**src/rtl/baud_pkg.sv**
```systemverilog
package baud_pkg;
    localparam int SBR_W  = 13;
    localparam int BYTE_W = 8;
    localparam int OSR    = 16;

    typedef enum logic [1:0] {
        GEN_IDLE = 2'd0,
        GEN_HALT = 2'd1,
        GEN_RUN  = 2'd2
    } gen_state_t;
endpackage

```
**src/rtl/baud_regs.sv**
```systemverilog
module baud_regs #(
    parameter int BYTE_W = 8,
    parameter int SBR_W  = 13,
    parameter logic [BYTE_W-1:0] HI_RST = '0,
    parameter logic [BYTE_W-1:0] LO_RST = 8'h04
) (
    input  logic              clk,
    input  logic              rst_n,
    input  logic              sel,
    input  logic              wr,
    input  logic              addr,
    input  logic [BYTE_W-1:0] wdata,
    input  logic              special_mode,
    output logic [BYTE_W-1:0] rdata,
    output logic [SBR_W-1:0]  div,
    output logic              load
);
    localparam int HI_DIV_W = SBR_W - BYTE_W;

    logic [BYTE_W-1:0] hi_q, lo_q;
    logic [SBR_W-1:0]  div_q;
    logic              wr_hi, wr_lo;

    assign wr_hi = sel && wr && !addr;
    assign wr_lo = sel && wr && addr;
    assign load  = wr_lo;

    always_ff @(posedge clk or negedge rst_n) begin
        if (!rst_n) begin
            hi_q  <= HI_RST;
            lo_q  <= LO_RST;
            div_q <= {HI_RST[HI_DIV_W-1:0], LO_RST};
        end else begin
            if (wr_hi) begin
                hi_q[HI_DIV_W-1:0] <= wdata[HI_DIV_W-1:0];
                if (special_mode)
                    hi_q[BYTE_W-1:HI_DIV_W] <= wdata[BYTE_W-1:HI_DIV_W];
            end
            if (wr_lo) begin
                lo_q  <= wdata;
                div_q <= {hi_q[HI_DIV_W-1:0], wdata};
            end
        end
    end

    assign rdata = addr ? lo_q : hi_q;
    assign div   = div_q;


    test_bits_locked_chk: assert property (@(posedge clk) disable iff (!rst_n)
        (wr_hi && !special_mode) |=> $stable(hi_q[BYTE_W-1:HI_DIV_W]));

    hi_only_hold_chk: assert property (@(posedge clk) disable iff (!rst_n)
        !wr_lo |=> $stable(div));
endmodule

```
**src/rtl/baud_fsm.sv**
```systemverilog
module baud_fsm
    import baud_pkg::*;
#(
    parameter int SBR_W = 13
) (
    input  logic             clk,
    input  logic             rst_n,
    input  logic             tx_en,
    input  logic             rx_en,
    input  logic [SBR_W-1:0] div,
    output gen_state_t       state
);
    gen_state_t state_q, state_d;

    always_ff @(posedge clk or negedge rst_n) begin
        if (!rst_n) state_q <= GEN_IDLE;
        else        state_q <= state_d;
    end

    always_comb begin
        state_d = state_q;
        unique case (state_q)
            GEN_IDLE: if (tx_en || rx_en)
                          state_d = (div == '0) ? GEN_HALT : GEN_RUN;
            GEN_HALT: if (div != '0) state_d = GEN_RUN;
            GEN_RUN:  if (div == '0) state_d = GEN_HALT;
            default:  state_d = GEN_IDLE;
        endcase
    end

    assign state = state_q;


    armed_sticky_chk: assert property (@(posedge clk) disable iff (!rst_n)
        (state_q != GEN_IDLE) |=> (state_q != GEN_IDLE));
endmodule

```
**src/rtl/baud_prescale.sv**
```systemverilog
module baud_prescale #(
    parameter int SBR_W = 13,
    parameter int OSR   = 16
) (
    input  logic             clk,
    input  logic             rst_n,
    input  logic             run,
    input  logic             load,
    input  logic [SBR_W-1:0] div,
    output logic             tick16,
    output logic             tick_bit
);
    localparam int SUB_W = $clog2(OSR);

    logic [SBR_W-1:0] cnt_q;
    logic [SUB_W-1:0] sub_q;

    assign tick16   = run && (cnt_q == div - 1'b1);
    assign tick_bit = tick16 && (sub_q == SUB_W'(OSR - 1));

    always_ff @(posedge clk or negedge rst_n) begin
        if (!rst_n) begin
            cnt_q <= '0;
        end else if (!run || load || tick16) begin
            cnt_q <= '0;
        end else begin
            cnt_q <= cnt_q + 1'b1;
        end
    end

    always_ff @(posedge clk or negedge rst_n) begin
        if (!rst_n)      sub_q <= '0;
        else if (!run)   sub_q <= '0;
        else if (tick16) sub_q <= sub_q + 1'b1;
    end


    bit_within_tick_chk: assert property (@(posedge clk) disable iff (!rst_n)
        tick_bit |-> tick16);

    reload_restart_chk: assert property (@(posedge clk) disable iff (!rst_n)
        (load && run) |=> (cnt_q == '0));
endmodule

```
**src/rtl/baud_gen.sv**
```systemverilog
module baud_gen
    import baud_pkg::*;
#(
    parameter int BYTE_W = 8,
    parameter int SBR_W  = 13,
    parameter int OSR    = 16
) (
    input  logic              clk,
    input  logic              rst_n,
    input  logic              sel,
    input  logic              wr,
    input  logic              addr,
    input  logic [BYTE_W-1:0] wdata,
    output logic [BYTE_W-1:0] rdata,
    input  logic              special_mode,
    input  logic              tx_en,
    input  logic              rx_en,
    output logic              tick16,
    output logic              tick_bit
);
    logic [SBR_W-1:0] div;
    logic             load;
    gen_state_t       state;

    baud_regs #(.BYTE_W(BYTE_W), .SBR_W(SBR_W)) u_regs (
        .clk(clk), .rst_n(rst_n), .sel(sel), .wr(wr), .addr(addr),
        .wdata(wdata), .special_mode(special_mode), .rdata(rdata),
        .div(div), .load(load)
    );

    baud_fsm #(.SBR_W(SBR_W)) u_fsm (
        .clk(clk), .rst_n(rst_n), .tx_en(tx_en), .rx_en(rx_en),
        .div(div), .state(state)
    );

    baud_prescale #(.SBR_W(SBR_W), .OSR(OSR)) u_pre (
        .clk(clk), .rst_n(rst_n), .run(state == GEN_RUN), .load(load),
        .div(div), .tick16(tick16), .tick_bit(tick_bit)
    );


    idle_silent_chk: assert property (@(posedge clk) disable iff (!rst_n)
        (state == GEN_IDLE) |-> !tick16);

    zero_div_silent_chk: assert property (@(posedge clk) disable iff (!rst_n)
        (div == '0) |-> !(tick16 || tick_bit));
endmodule

```
**config.mk**
```make
export PLATFORM = sky130hd
export DESIGN_NAME = baud_gen
export DESIGN_NICKNAME = d
export VERILOG_FILES = /design/src/rtl/baud_pkg.sv /design/src/rtl/baud_regs.sv /design/src/rtl/baud_fsm.sv /design/src/rtl/baud_prescale.sv /design/src/rtl/baud_gen.sv
export SDC_FILE = /design/constraint.sdc
export NUM_CORES = 1
export LEC_CHECK = 0
export BUFFER_PORTS_ARGS = -buffer_cell sky130_fd_sc_hd__buf_4
export CAP_MARGIN = 30
export CORE_ASPECT_RATIO = 1.2
export CORE_MARGIN = 1
export CORE_UTILIZATION = 52
export CTS_CLUSTER_DIAMETER = 100
export CTS_CLUSTER_SIZE = 8
export DETAILED_ROUTE_END_ITERATION = 16
export PLACE_DENSITY = 0.79
export SLEW_MARGIN = 20
export SYNTH_ARGS = -nofsm -noshare
export SYNTH_HDL_FRONTEND = slang
export SYNTH_SLANG_ARGS = --single-unit
```
**constraint.sdc**
```tcl
create_clock -name clk -period 3.1 [get_ports clk]
set_input_delay 0.62 -clock clk [delete_from_list [all_inputs] [get_ports clk]]
set_output_delay 0.62 -clock clk [all_outputs]
set_load 0.01 [all_outputs]
```
== After elaboration in Yosys (flattened, before gate mapping) ==
Index checks and enable logic that the tools add are counted.

* Input port bits: 16
* Output and inout bits: 10
* Register bits: 48

* Add/sub/neg operators: 3
* Reduce and logical (&&, ||, !) cells: 15
* Mux-type cells: 9
* Eq/ne operators: 8

{| class="wikitable"
|+ Operator list
! operator !! count
|-
| 13-bit by 1-bit adder with 13-bit output, second input constant || 1
|-
| 13-bit equality test || 1
|-
| 13-bit logical NOT || 1
|-
| 13-bit 2-to-1 mux || 1
|-
| 13-bit nonzero test || 1
|-
| 13-bit by 1-bit subtractor with 13-bit output, second input constant || 1
|-
| 2-bit 2-to-1 mux || 4
|-
| 4-bit 2-to-1 mux || 2
|-
| 8-bit 2-to-1 mux || 1
|-
| 2-bit case mux with 3 select lines || 1
|-
| 1-bit logical AND || 5
|-
| 4-bit by 1-bit adder with 4-bit output, second input constant || 1
|-
| 4-bit equality test, second input constant || 1
|-
| 2-bit by 1-bit != test with 1-bit output, second input constant || 2
|-
| 2-bit != test, second input constant || 2
|-
| 1-bit logical OR || 3
|-
| 3-bit AND reduction || 1
|-
| 2-bit by 1-bit equality test with 1-bit output, second input constant || 1
|-
| 2-bit equality test, second input constant || 1
|-
| 1-bit logical NOT || 2
|-
| 2-bit logical NOT || 1
|-
| 2-bit AND reduction || 1
|}

== Logic depth before layout (Yosys ltp) ==
Gate-level depths: netlist (run 1).

* Depth in word-level cells: 5
* Mapped depth: 11
* Depth with buffers taken out: 8

== By module ==
Synthesis (run 1) repeated with hierarchy kept, for this count alone.

* Cell total of the unflattened synthesis: 208
* Area, all modules: 2309.7 um2

{| class="wikitable"
|+ By module, submodules not included
! module !! instances !! area an instance (um2) !! seq. area each (um2) !! cells each
|-
| baud_prescale || 1 || 1276.2 || 425.4 || 140
|-
| baud_regs || 1 || 893.4 || 526.8 || 56
|-
| baud_fsm || 1 || 126.4 || 50.0 || 11
|-
| baud_gen || 1 || 13.8 || 0.0 || 1
|}

== Worst setup path after synthesis (run 1) ==
No wires, ideal clock.

* Path kind: register -> output
* Start: reg u_regs.div_q[0] (netlist: u_regs.div[0])
* End: out tick_bit
* Path buffers: 2
* Cell stages (with the launch flop): 11
* Setup slack: -0.222 ns
* Data arrival time: 2.702 ns
* Cell sequence: dfrtp_1 clkbuf_1 inv_1 ha_1 or4b_1 buf_2 o41a_1 nor4_1 nand4b_1 or2_1 nor3_1

* Cells in the longest elaborated chain, start to end: 4

{| class="wikitable"
|+ RTL lines
! element !! line !! text
|-
| start, declared || baud_regs.sv:21 || <nowiki>logic [SBR_W-1:0] div_q;</nowiki>
|-
| start signal, assigned || baud_regs.sv:32 || <nowiki>div_q <= {HI_RST[HI_DIV_W-1:0], LO_RST};</nowiki>
|-
| start signal, assigned || baud_regs.sv:41 || <nowiki>div_q <= {hi_q[HI_DIV_W-1:0], wdata};</nowiki>
|-
| 13-bit by 1-bit subtractor with 13-bit output || baud_prescale.sv:18 || <nowiki>assign tick16 = run && (cnt_q == div - 1'b1);</nowiki>
|-
| 13-bit equality test || baud_prescale.sv:18 ||
|-
| 1-bit logical AND || baud_prescale.sv:18 ||
|-
| 1-bit logical AND || baud_prescale.sv:19 || <nowiki>assign tick_bit = tick16 && (sub_q == SUB_W'(OSR - 1));</nowiki>
|-
| end, declared || baud_gen.sv:19 || <nowiki>output logic tick_bit</nowiki>
|}

No other way between the ends.

== Worst setup path in the final report (run 1) ==
Same ends and word-level chain as after synthesis.

==> flow_summary.yaml, run 1 <==
sta:
  maxSlewViolCount: 0
  finalSetupViolCount: 2
  min_period_over_period: 1.05
  fmax_mhz: 308
  rsz0062_at_grt: "true"
  tightestPinTransition_ns: 0.826
  fin_setup_tns_ns: -0.273
  final.min_clock_period_ns: 3.25
  clock_skew_ns: 0.00838
  hold_viol_final: 0
  worst_hold_slack_ns: 0.291
  setup_ws_ns: -0.150
  max_slew_margin: 0.445
synth:
  synth_mux_area_frac: 0.156
  ys_seq_elements: 40
  synth_area_leaders: "dfrtp_1 (42%), mux2_2 (14%), xor2_1 (6.1%)"
  synthSimpleGateAreaFrac: 0.209
  synth_edf_count: 0
  synth.avg_cell_area_um2: 10.5
  synth_top_cell_area_share: 0.424
  yosys_most_used_dff: "dfrtp_1"
  synth_top_family_by_area: "simple AND/OR/NAND/NOR gates"
  synth_cell_type_count: 48
  synth_xor_area_frac: 0.0914
  synth_warnings: 0
  post_synth_fa_ha_maj_area_fraction: 0.0163
  synthArstFlopShare: 1.00
  syn_inst: 220
  synth_largest_area_cell: "dfrtp_1"
  syn-num-nets: 239
  netlist_area_mm2: 0.00230
  synth_compound_area_frac: 0.0631
  ys_seq_area_frac: 0.436
route:
  drtIter0Drc: 115
  drt-pass1-iter-count: 5
  ant_nets: 0
  drc: 0
  wl_per_cell_um: 15.7
  via_count: 1841
  drt-total-wl_mm: 4.97
  vias_per_cell: 5.81
floorplan:
  io_pins: 26
  die_height_um: 74.9
  rows: 26
  die-area_mm2: 0.00470
  start_util: 0.540
  die_w_um: 62.7
  core_area_mm2: 0.00426
power:
  p_leak_nw: 1.23
  powerDensity_mw_per_mm2: 599
  ir_worst_vdd_uv: 364
grt:
  antenna_found_initial: 0
  grt_max_degree: 41
  grt_use_met3: 0.0439
  grtUsageTotal: 0.234
  grt-busiest-layer: "met2"
  gr-usage-met2: 0.403
  grt_util_met1: 0.289
  grt_first_pass_wirelength_mm: 8.33
  overflow: 0
  grt_pass1_vias: 1779
setup_path:
  crit_buf_inv: 2
  crit_path_cell_trace: "inv_2 -> ha_4 -> or4b_4 -> o41a_1 -> nor4_2 -> nand4b_1 -> or2_1 -> nor3_2 -> buf_4"
  critical_path_arrival_ns: 2.63
  cp_top_family: "simple AND/OR/NAND/NOR gates"
  critical_path.max_stage_delay_ns: 0.46
  critPathSlowestCell: "or4b_4"
  worstPathRequired_ns: 2.48
  end_kind: "output port"
  start_kind: "flop"
  cp_max_fo: 3
  crit_type: "flop to output port"
clock_tree:
  cts_root_buffer: "clkbuf_8"
  cts_buffer_depth: 2
  hold_buffers: 0
  clk_pin_slew_worst_paths_ns: 0.08
  clkLatencyLatePin_ns: 0.29
  cts_tree: "done"
  htreeDepth: 2
  clock-sinks: 40
  cts_buffers: 5
finish:
  final_common_cell: "buf_4"
  antennaDiodeCount: 0
  fin_nets: 279
  syn2layout_area_growth_pct: 20.6
  final_util: 0.651
  drive_gt1_frac: 0.349
  layout_common_cells: "buf_4 (43), dfrtp_1 (39), mux2_2 (29)"
placed_design:
  place_congestion: 0.812
  io_buffer_count: 25
  dp_hpwl_mm: 3.57
outcome:
  status: "complete, but fails checks"
  violations: "negative setup slack"
run:
  maxCapViolations: 0
hold_path:
  hp-class: "primary input to async pin"
[sequential cells by signal, summed over array words and instances, names as in the netlist]
| signal | flops |
|---|---|
| u_fsm.state | 2 |
| u_pre.cnt_q | 13 |
| u_pre.sub_q | 4 |
| u_regs.div | 13 |
| u_regs.hi_q | 8 |
[through the flow]
| stage | total power [W] | area (um^2) | setup WS (ns) | cells |
|---|---|---|---|---|
| after floorplan | 0.00107 | 2310 | 0.00110 | 220 |
| after global placement | 0.00123 | 2620 | 0.145 | 304 |
| after detailed placement | 0.00125 | 2620 | 0.105 | 304 |
| after CTS | 0.00165 | 2760 | -0.182 | 316 |
| after global routing | 0.00176 | 2780 | -0.277 | 317 |
| final | 0.00166 | 2780 | -0.150 | 317 |
[worst reg2reg max path, cell delays in order, from the launching register on]
cell,delay (ns)
dfrtp_1,0.39
inv_2,0.07
ha_4,0.13
or4b_4,0.46
buf_4,0.17
o21a_1,0.18
nor4_1,0.30
nand4b_1,0.16
o21ai_1,0.67
nor2_1,0.11
[final timing paths]
kind                       slack [ns]        endpoint  depth (start not counted)      startpoint
min in group clk                 0.52  u_regs.hi_q[5]                          1  u_regs.hi_q[5]
max                             -0.15        tick_bit                          9   u_regs.div[0]
min reg2reg                      0.52  u_regs.hi_q[5]                          1  u_regs.hi_q[5]
max reg2reg                      0.29  u_pre.cnt_q[8]                          9   u_regs.div[0]
max in group asynchronous        2.45   u_regs.div[2]                          1           rst_n
min                              0.29   u_regs.div[7]                          1           rst_n
[layer usage]
metal	up-vias	share of wire
met5	-	0
met4	0	0.015
met3	8	0.048
met2	60	0.52
met1	899	0.42
li1	874	-
[synthesized netlist by cell type (2+ instances only)]
cell type	count
ha_1	3
inv_1	5
clkbuf_1	6
and3_1	7
nand4_1	2
nor2_1	25
nand3_1	9
nand3b_1	3
buf_2	3
or4_1	2
nor4b_1	2
a21oi_1	3
nor2b_1	2
xnor2_1	8
dfrtp_1	39
nor4_1	4
nand4b_1	6
o31ai_1	3
a211o_1	2
or2_2	2
xor2_1	16
nand2_1	6
mux2_2	29
mux2i_1	2
nor3_1	8
[cells by family (layout without fill, tap and decap cells)]
group           Yosys count  after routing
simple gates             86             86
flops                    40             40
mux                      32             32
xor+xnor                 24             24
compound gates           20             20
buf+inv                  15             56
fa+ha+maj                 3              3
[layout make-up]
cell class | instances | area (um^2)
tap | 56 | 70.1
inverter | 5 | 18.8
sequential | 40 | 1000
multi-input combinational | 165 | 1260
fill | 331 | 1490
clock inverter | 2 | 13.8
timing repair buffer | 43 | 323
clock buffer | 6 | 82.6
[report_power, final]
| group | switching, W | internal [W] |
|---|---|---|
| sequential | 0.000107 | 0.000617 |
| clock | 0.000183 | 0.000182 |
| combinational | 0.000269 | 0.000306 |
[timing repair]
action                                  CTS  global route
endpoints found under the setup margin    2             2
pin swaps                                 4             2
buffers inserted                          4             1
gates resized for setup                   4             3
(Power assumes the default switching activity.)
==> run 2: changes to the inputs <==
--- a/config.mk
+++ b/config.mk
@@ -9,11 +9,12 @@
 export CAP_MARGIN = 30
 export CORE_ASPECT_RATIO = 1.2
 export CORE_MARGIN = 1
-export CORE_UTILIZATION = 52
+export CORE_UTILIZATION = 55
+export CTS_BUF_LIST = sky130_fd_sc_hd__clkbuf_4
 export CTS_CLUSTER_DIAMETER = 100
 export CTS_CLUSTER_SIZE = 8
 export DETAILED_ROUTE_END_ITERATION = 16
-export PLACE_DENSITY = 0.79
+export PLACE_DENSITY = 0.83
 export SLEW_MARGIN = 20
 export SYNTH_ARGS = -nofsm -noshare
 export SYNTH_HDL_FRONTEND = slang
==> run 2 against run 1 <==
  * The flow still finishes with violations (negative setup slack)
  * Sequential power barely moved
  * Final cell count fell by 1.3%
  * Count of clock-buffer cells in the layout shrank 1
  * Critical path type unchanged
  * Largest cell class unchanged
  * Highest routed layer unchanged
==> flow_summary.yaml, run 2 (same netlist as run 1, synthesis figures left out) <==
power:
  p_seq_frac: 0.468
  power.internal_w: 0.00100
  ir_worst_vdd_uv: 428
  p_comb_frac: 0.360
  p_sw_frac: 0.350
  p_clk_frac: 0.172
  powerDensity_mw_per_mm2: 567
  p_leak_nw: 1.21
  p_sw_w: 0.000541
  power_w: 0.00155
setup_path:
  r2r_cells: 10
  rrSetupSlack_ns: 0.29
  cp_top_family: "simple AND/OR/NAND/NOR gates"
  crit_path_cell_trace: "inv_2 -> ha_4 -> or4bb_1 -> a211o_1 -> nor4_2 -> nand4b_1 -> or2_1 -> nor3_2 -> buf_4"
  crit_type: "flop to output port"
  cp_max_fo: 3
  crit_buf_inv: 2
  rr_endpoint: "u_pre.sub_q[3]"
  critical_path.max_stage_delay_ns: 0.48
  worstPathRequired_ns: 2.48
  r2r-start: "u_regs.div[0]"
  start_kind: "flop"
  critPathSlowestCell: "or4bb_1"
  end_kind: "output port"
  critical_path_arrival_ns: 2.69
clock_tree:
  htreeDepth: 2
  cts_buffers: 5
  cts_buffer_depth: 2
  clk_pin_slew_worst_paths_ns: 0.13
  clock-sinks: 40
  cts_root_buffer: "clkbuf_4"
  clkLatencyLatePin_ns: 0.35
  cts_tree: "done"
  hold_buffers: 0
outcome:
  status: "complete, but fails checks"
  violations: "negative setup slack"
grt:
  antenna_found_initial: 0
  grt_first_pass_wirelength_mm: 7.87
  grtUsageTotal: 0.242
  overflow: 0
  grt_pass1_vias: 1767
  grt_max_degree: 41
finish:
  syn2layout_area_growth_pct: 18.4
  antennaDiodeCount: 0
  final_util: 0.686
  layout_common_cells: "buf_4 (41), dfrtp_1 (39), mux2_2 (29)"
  fin_nets: 277
  final_common_cell: "buf_4"
  drive_gt1_frac: 0.347
floorplan:
  io_pins: 26
  die_height_um: 72.9
  rows: 25
  core_area_mm2: 0.00397
  die-area_mm2: 0.00445
  start_util: 0.579
  die_w_um: 61.0
sta:
  maxSlewViolCount: 0
  hold_viol_final: 0
  final.min_clock_period_ns: 3.31
  tightestPinTransition_ns: 0.795
  rsz0062_at_grt: "true"
  finalSetupViolCount: 2
  min_period_over_period: 1.07
  max_slew_margin: 0.466
  setup_ws_ns: -0.207
  fmax_mhz: 302
  clock_skew_ns: 0.0133
route:
  drtIter0Drc: 60
  ant_nets: 0
  vias_per_cell: 5.69
  drt-pass1-iter-count: 4
  drt-total-wl_mm: 4.77
  drc: 0
  via_count: 1782
  wl_per_cell_um: 15.3
run:
  maxCapViolations: 0
hold_path:
  hp-class: "primary input to async pin"
placed_design:
  io_buffer_count: 25
  place_congestion: 0.906
  dp_hpwl_mm: 3.59
  post-place-ws_ns: 0.0962
==> run 2: how the worst max path moves through the flow <==
stage             startpoint  endpoint  slack (ns)  cells after the start
2_1_floorplan  u_regs.div[0]  tick_bit       0.001                     10
3_3_place_gp   u_regs.div[0]  tick_bit        0.15                      9
3_5_place_dp   u_regs.div[0]  tick_bit         0.1                      9
4_1_cts        u_regs.div[0]  tick_bit       -0.25                      9
5_1_grt        u_regs.div[0]  tick_bit       -0.41                      9
6_report       u_regs.div[0]  tick_bit       -0.21                      9
==> run 2: cell type report <==
type,instances,area (um^2)
Tap cell,54,67.6
Clock buffer,5,37.5
Inverter,5,18.8
Timing Repair Buffer,41,308
Clock inverter,3,18.8
Multi-Input combinational cell,165,1270
Fill cell,329,1250
Sequential cell,40,1000
==> run 2: what timing repair did <==
action                                  in CTS  in global routing
pin swaps                                    3                  4
setup buffers                                2                  0
endpoints found under the setup margin       2                  2
gates resized for setup                      4                  4
==> run 2: per-layer routing <==
layer / up-vias / GRT usage / routed length, um
li1: 869 / - / -
met2: 49 / 0.397 / 2420
met5: - / 0 / 0
met3: 11 / 0.0461 / 201
met4: 0 / 0.126 / 141
met1: 853 / 0.294 / 2010
==> run 2: through the flow <==
step                      cell area (um^2)  hold slack [ns]  std cells  setup TNS (ns)
final                                 2720            0.224        313          -0.385
after global routing                  2720            0.257        313          -0.776
after global placement                2620            0.484        303               0
after detailed placement              2620            0.494        303               0
after floorplan                       2310            0.324        220               0
after CTS                             2710            0.234        313          -0.465
==> run 2: power groups by stage <==
stage | logic, W | clock network [W] | registers (W)
2_1_floorplan | 0.000371 | 0 | 0.000697
3_3_place_gp | 0.000518 | 0 | 0.000725
3_5_place_dp | 0.000531 | 0 | 0.000732
4_1_cts | 0.000544 | 0.000269 | 0.000722
5_1_grt | 0.000614 | 0.000290 | 0.000736
6_report | 0.000556 | 0.000266 | 0.000724
==> run 3: changes to the inputs <==
==> constraint.sdc (replaced) <==
create_clock -name clk -period 3.1 [get_ports clk]
set_input_delay 0.31 -clock clk [delete_from_list [all_inputs] [get_ports clk]]
set_output_delay 0.31 -clock clk [all_outputs]
set_load 0.01 [all_outputs]
==> run 3 against run 2 <==
  * The run now ends clean
  * Flip-flop and latch count is the same
  * Clock power barely moved
  * Routed wire length rose by 6.2%
  * Largest cell class unchanged
  * Setup slack gained 0.28 ns
  * Via count increased by 4.2%
  * Global-route usage increased by 0.18 points
  * Sequential share of layout area shrank 0.66 points
  * Highest routed layer unchanged
==> flow_summary.yaml, run 3 (same netlist as run 1, synthesis figures left out) <==
floorplan:
  die_height_um: 72.9
  die_w_um: 61.0
  die-area_mm2: 0.00445
  io_pins: 26
  start_util: 0.579
  core_area_mm2: 0.00397
  rows: 25
setup_path:
  cp_top_family: "simple AND/OR/NAND/NOR gates"
  r2r_cells: 9
  worst-path-stages: 7
  critical_path_arrival_ns: 2.71
  critPathSlowestCell: "or4_4"
  cp_max_fo: 4
  crit_type: "flop to output port"
  end_kind: "output port"
  start_kind: "flop"
  crit_path_cell_trace: "or4_4 -> o41a_1 -> nor4_2 -> nand4b_1 -> or2_1 -> nor3_2 -> buf_4"
  critical_path.max_stage_delay_ns: 0.58
  worstPathRequired_ns: 2.79
  crit_buf_inv: 1
route:
  ant_nets: 0
  vias_per_cell: 5.86
  via_count: 1857
  drc: 0
  wl_per_cell_um: 16.0
  drtIter0Drc: 90
  drt-pass1-iter-count: 4
  drt-total-wl_mm: 5.07
finish:
  n_fill_cell: 315
  final_cell_area_mm2: 0.00278
  multi_input_area_mm2: 0.00129
  layout_common_cells: "buf_4 (44), dfrtp_1 (37), mux2_2 (29)"
  drive_gt1_frac: 0.361
  syn2layout_area_growth_pct: 20.8
  final_common_cell: "buf_4"
  fin_nets: 281
  antennaDiodeCount: 0
  regArea_mm2: 0.00100
grt:
  antenna_found_initial: 0
  grt_pass1_vias: 1700
  overflow: 0
  grt_max_degree: 41
  grtUsageTotal: 0.243
  grt_first_pass_wirelength_mm: 7.90
clock_tree:
  cts_root_buffer: "clkbuf_4"
  htreeDepth: 2
  clk_pin_slew_worst_paths_ns: 0.13
  clock-sinks: 40
  cts_buffer_depth: 2
  cts_buffers: 5
  clkLatencyLatePin_ns: 0.36
  cts_tree: "done"
power:
  ir_worst_vdd_uv: 357
  powerDensity_mw_per_mm2: 567
  power_w: 0.00158
  p_leak_nw: 1.21
placed_design:
  post-place-ws_ns: 0.151
  place_area_mm2: 0.00255
  dp_hpwl_mm: 3.37
  place_congestion: 0.914
  io_buffer_count: 25
sta:
  clock_skew_ns: 0.00884
  maxSlewViolCount: 0
  final.min_clock_period_ns: 3.02
  rsz0062_at_grt: "true"
  min_period_over_period: 0.975
  tightestPinTransition_ns: 0.823
  fmax_mhz: 331
  setup_ws_ns: 0.0768
  finalSetupViolCount: 0
  hold_viol_final: 0
  max_slew_margin: 0.448
  fin_setup_tns_ns: 0
outcome:
  status: "finished clean"
run:
  maxCapViolations: 0
hold_path:
  min_path_cells: 2
  hp-class: "primary input to flop"
==> run 3: cell count changes in the layout (fill, tap and decap cells not counted), moves of 2 or more <==
cell	previous run	this run
clkinv_2	2	0
dfrtp_1	39	37
dfrtp_2	0	2
buf_4	41	44
clkinvlp_4	0	2
==> run 3: cell type report <==
cell class | count | area share
clock buffer | 5 | 0.0135
multi-input combinational | 165 | 0.465
sequential | 40 | 0.361
clock inverter | 3 | 0.00675
inverter | 5 | 0.00675
tap | 54 | 0.0243
timing repair buffer | 45 | 0.122
==> run 3: per-layer routing <==
metal  wire, um  GRT usage  vias up
met3        280     0.0621       19
met1       2130      0.307      893
met2       2500      0.401       70
li1           -          -      875
met4        159     0.0808        0
met5          0          0        -
==> run 3: through the flow <==
stage | std cells | utilization | hold slack (ns)
floorplan | 220 | - | 0.0144
global placement | 295 | 0.643 | 0.309
detailed placement | 295 | 0.643 | 0.311
CTS | 306 | 0.674 | 0.182
global route | 317 | 0.700 | 0.172
finish | 317 | 0.700 | 0.185
==> run 3: worst paths after layout <==
kind                                 from         endpoint  slack, ns
min in group asynchronous           rst_n    u_regs.div[0]       0.45
max in group asynchronous           rst_n    u_regs.div[2]       2.28
max                         u_regs.div[8]         tick_bit       0.08
min reg2reg                u_regs.hi_q[7]   u_regs.hi_q[7]       0.53
min                              wdata[6]   u_regs.hi_q[6]       0.18
max reg2reg                 u_regs.div[0]  u_pre.cnt_q[10]       0.24
==> run 3: power by group <==
group	switching (W)	total [W]	internal, W
Clock	0.000178	0.000263	0.0000854
Combinational	0.000248	0.000560	0.000312
Sequential	0.000134	0.000752	0.000618
==> run 3: repair_timing <==
| action | in CTS | in global routing |
|---|---|---|
| pin swaps | 5 | 5 |
| gates resized for setup | 9 | 5 |
| hold buffers | 1 | 0 |
| setup endpoints to repair | 2 | 2 |
| hold endpoints to repair | 39 | 0 |
| setup buffers | 2 | 11 |
==> run 3: worst reg2reg max path: stages, from the launching register on <==
cell	delay, ns
dfrtp_1	0.41
inv_2	0.07
ha_4	0.14
or4b_4	0.46
buf_4	0.18
o21a_1	0.18
nor4_1	0.31
nand4b_1	0.17
o21ai_1	0.67
nor2_1	0.12
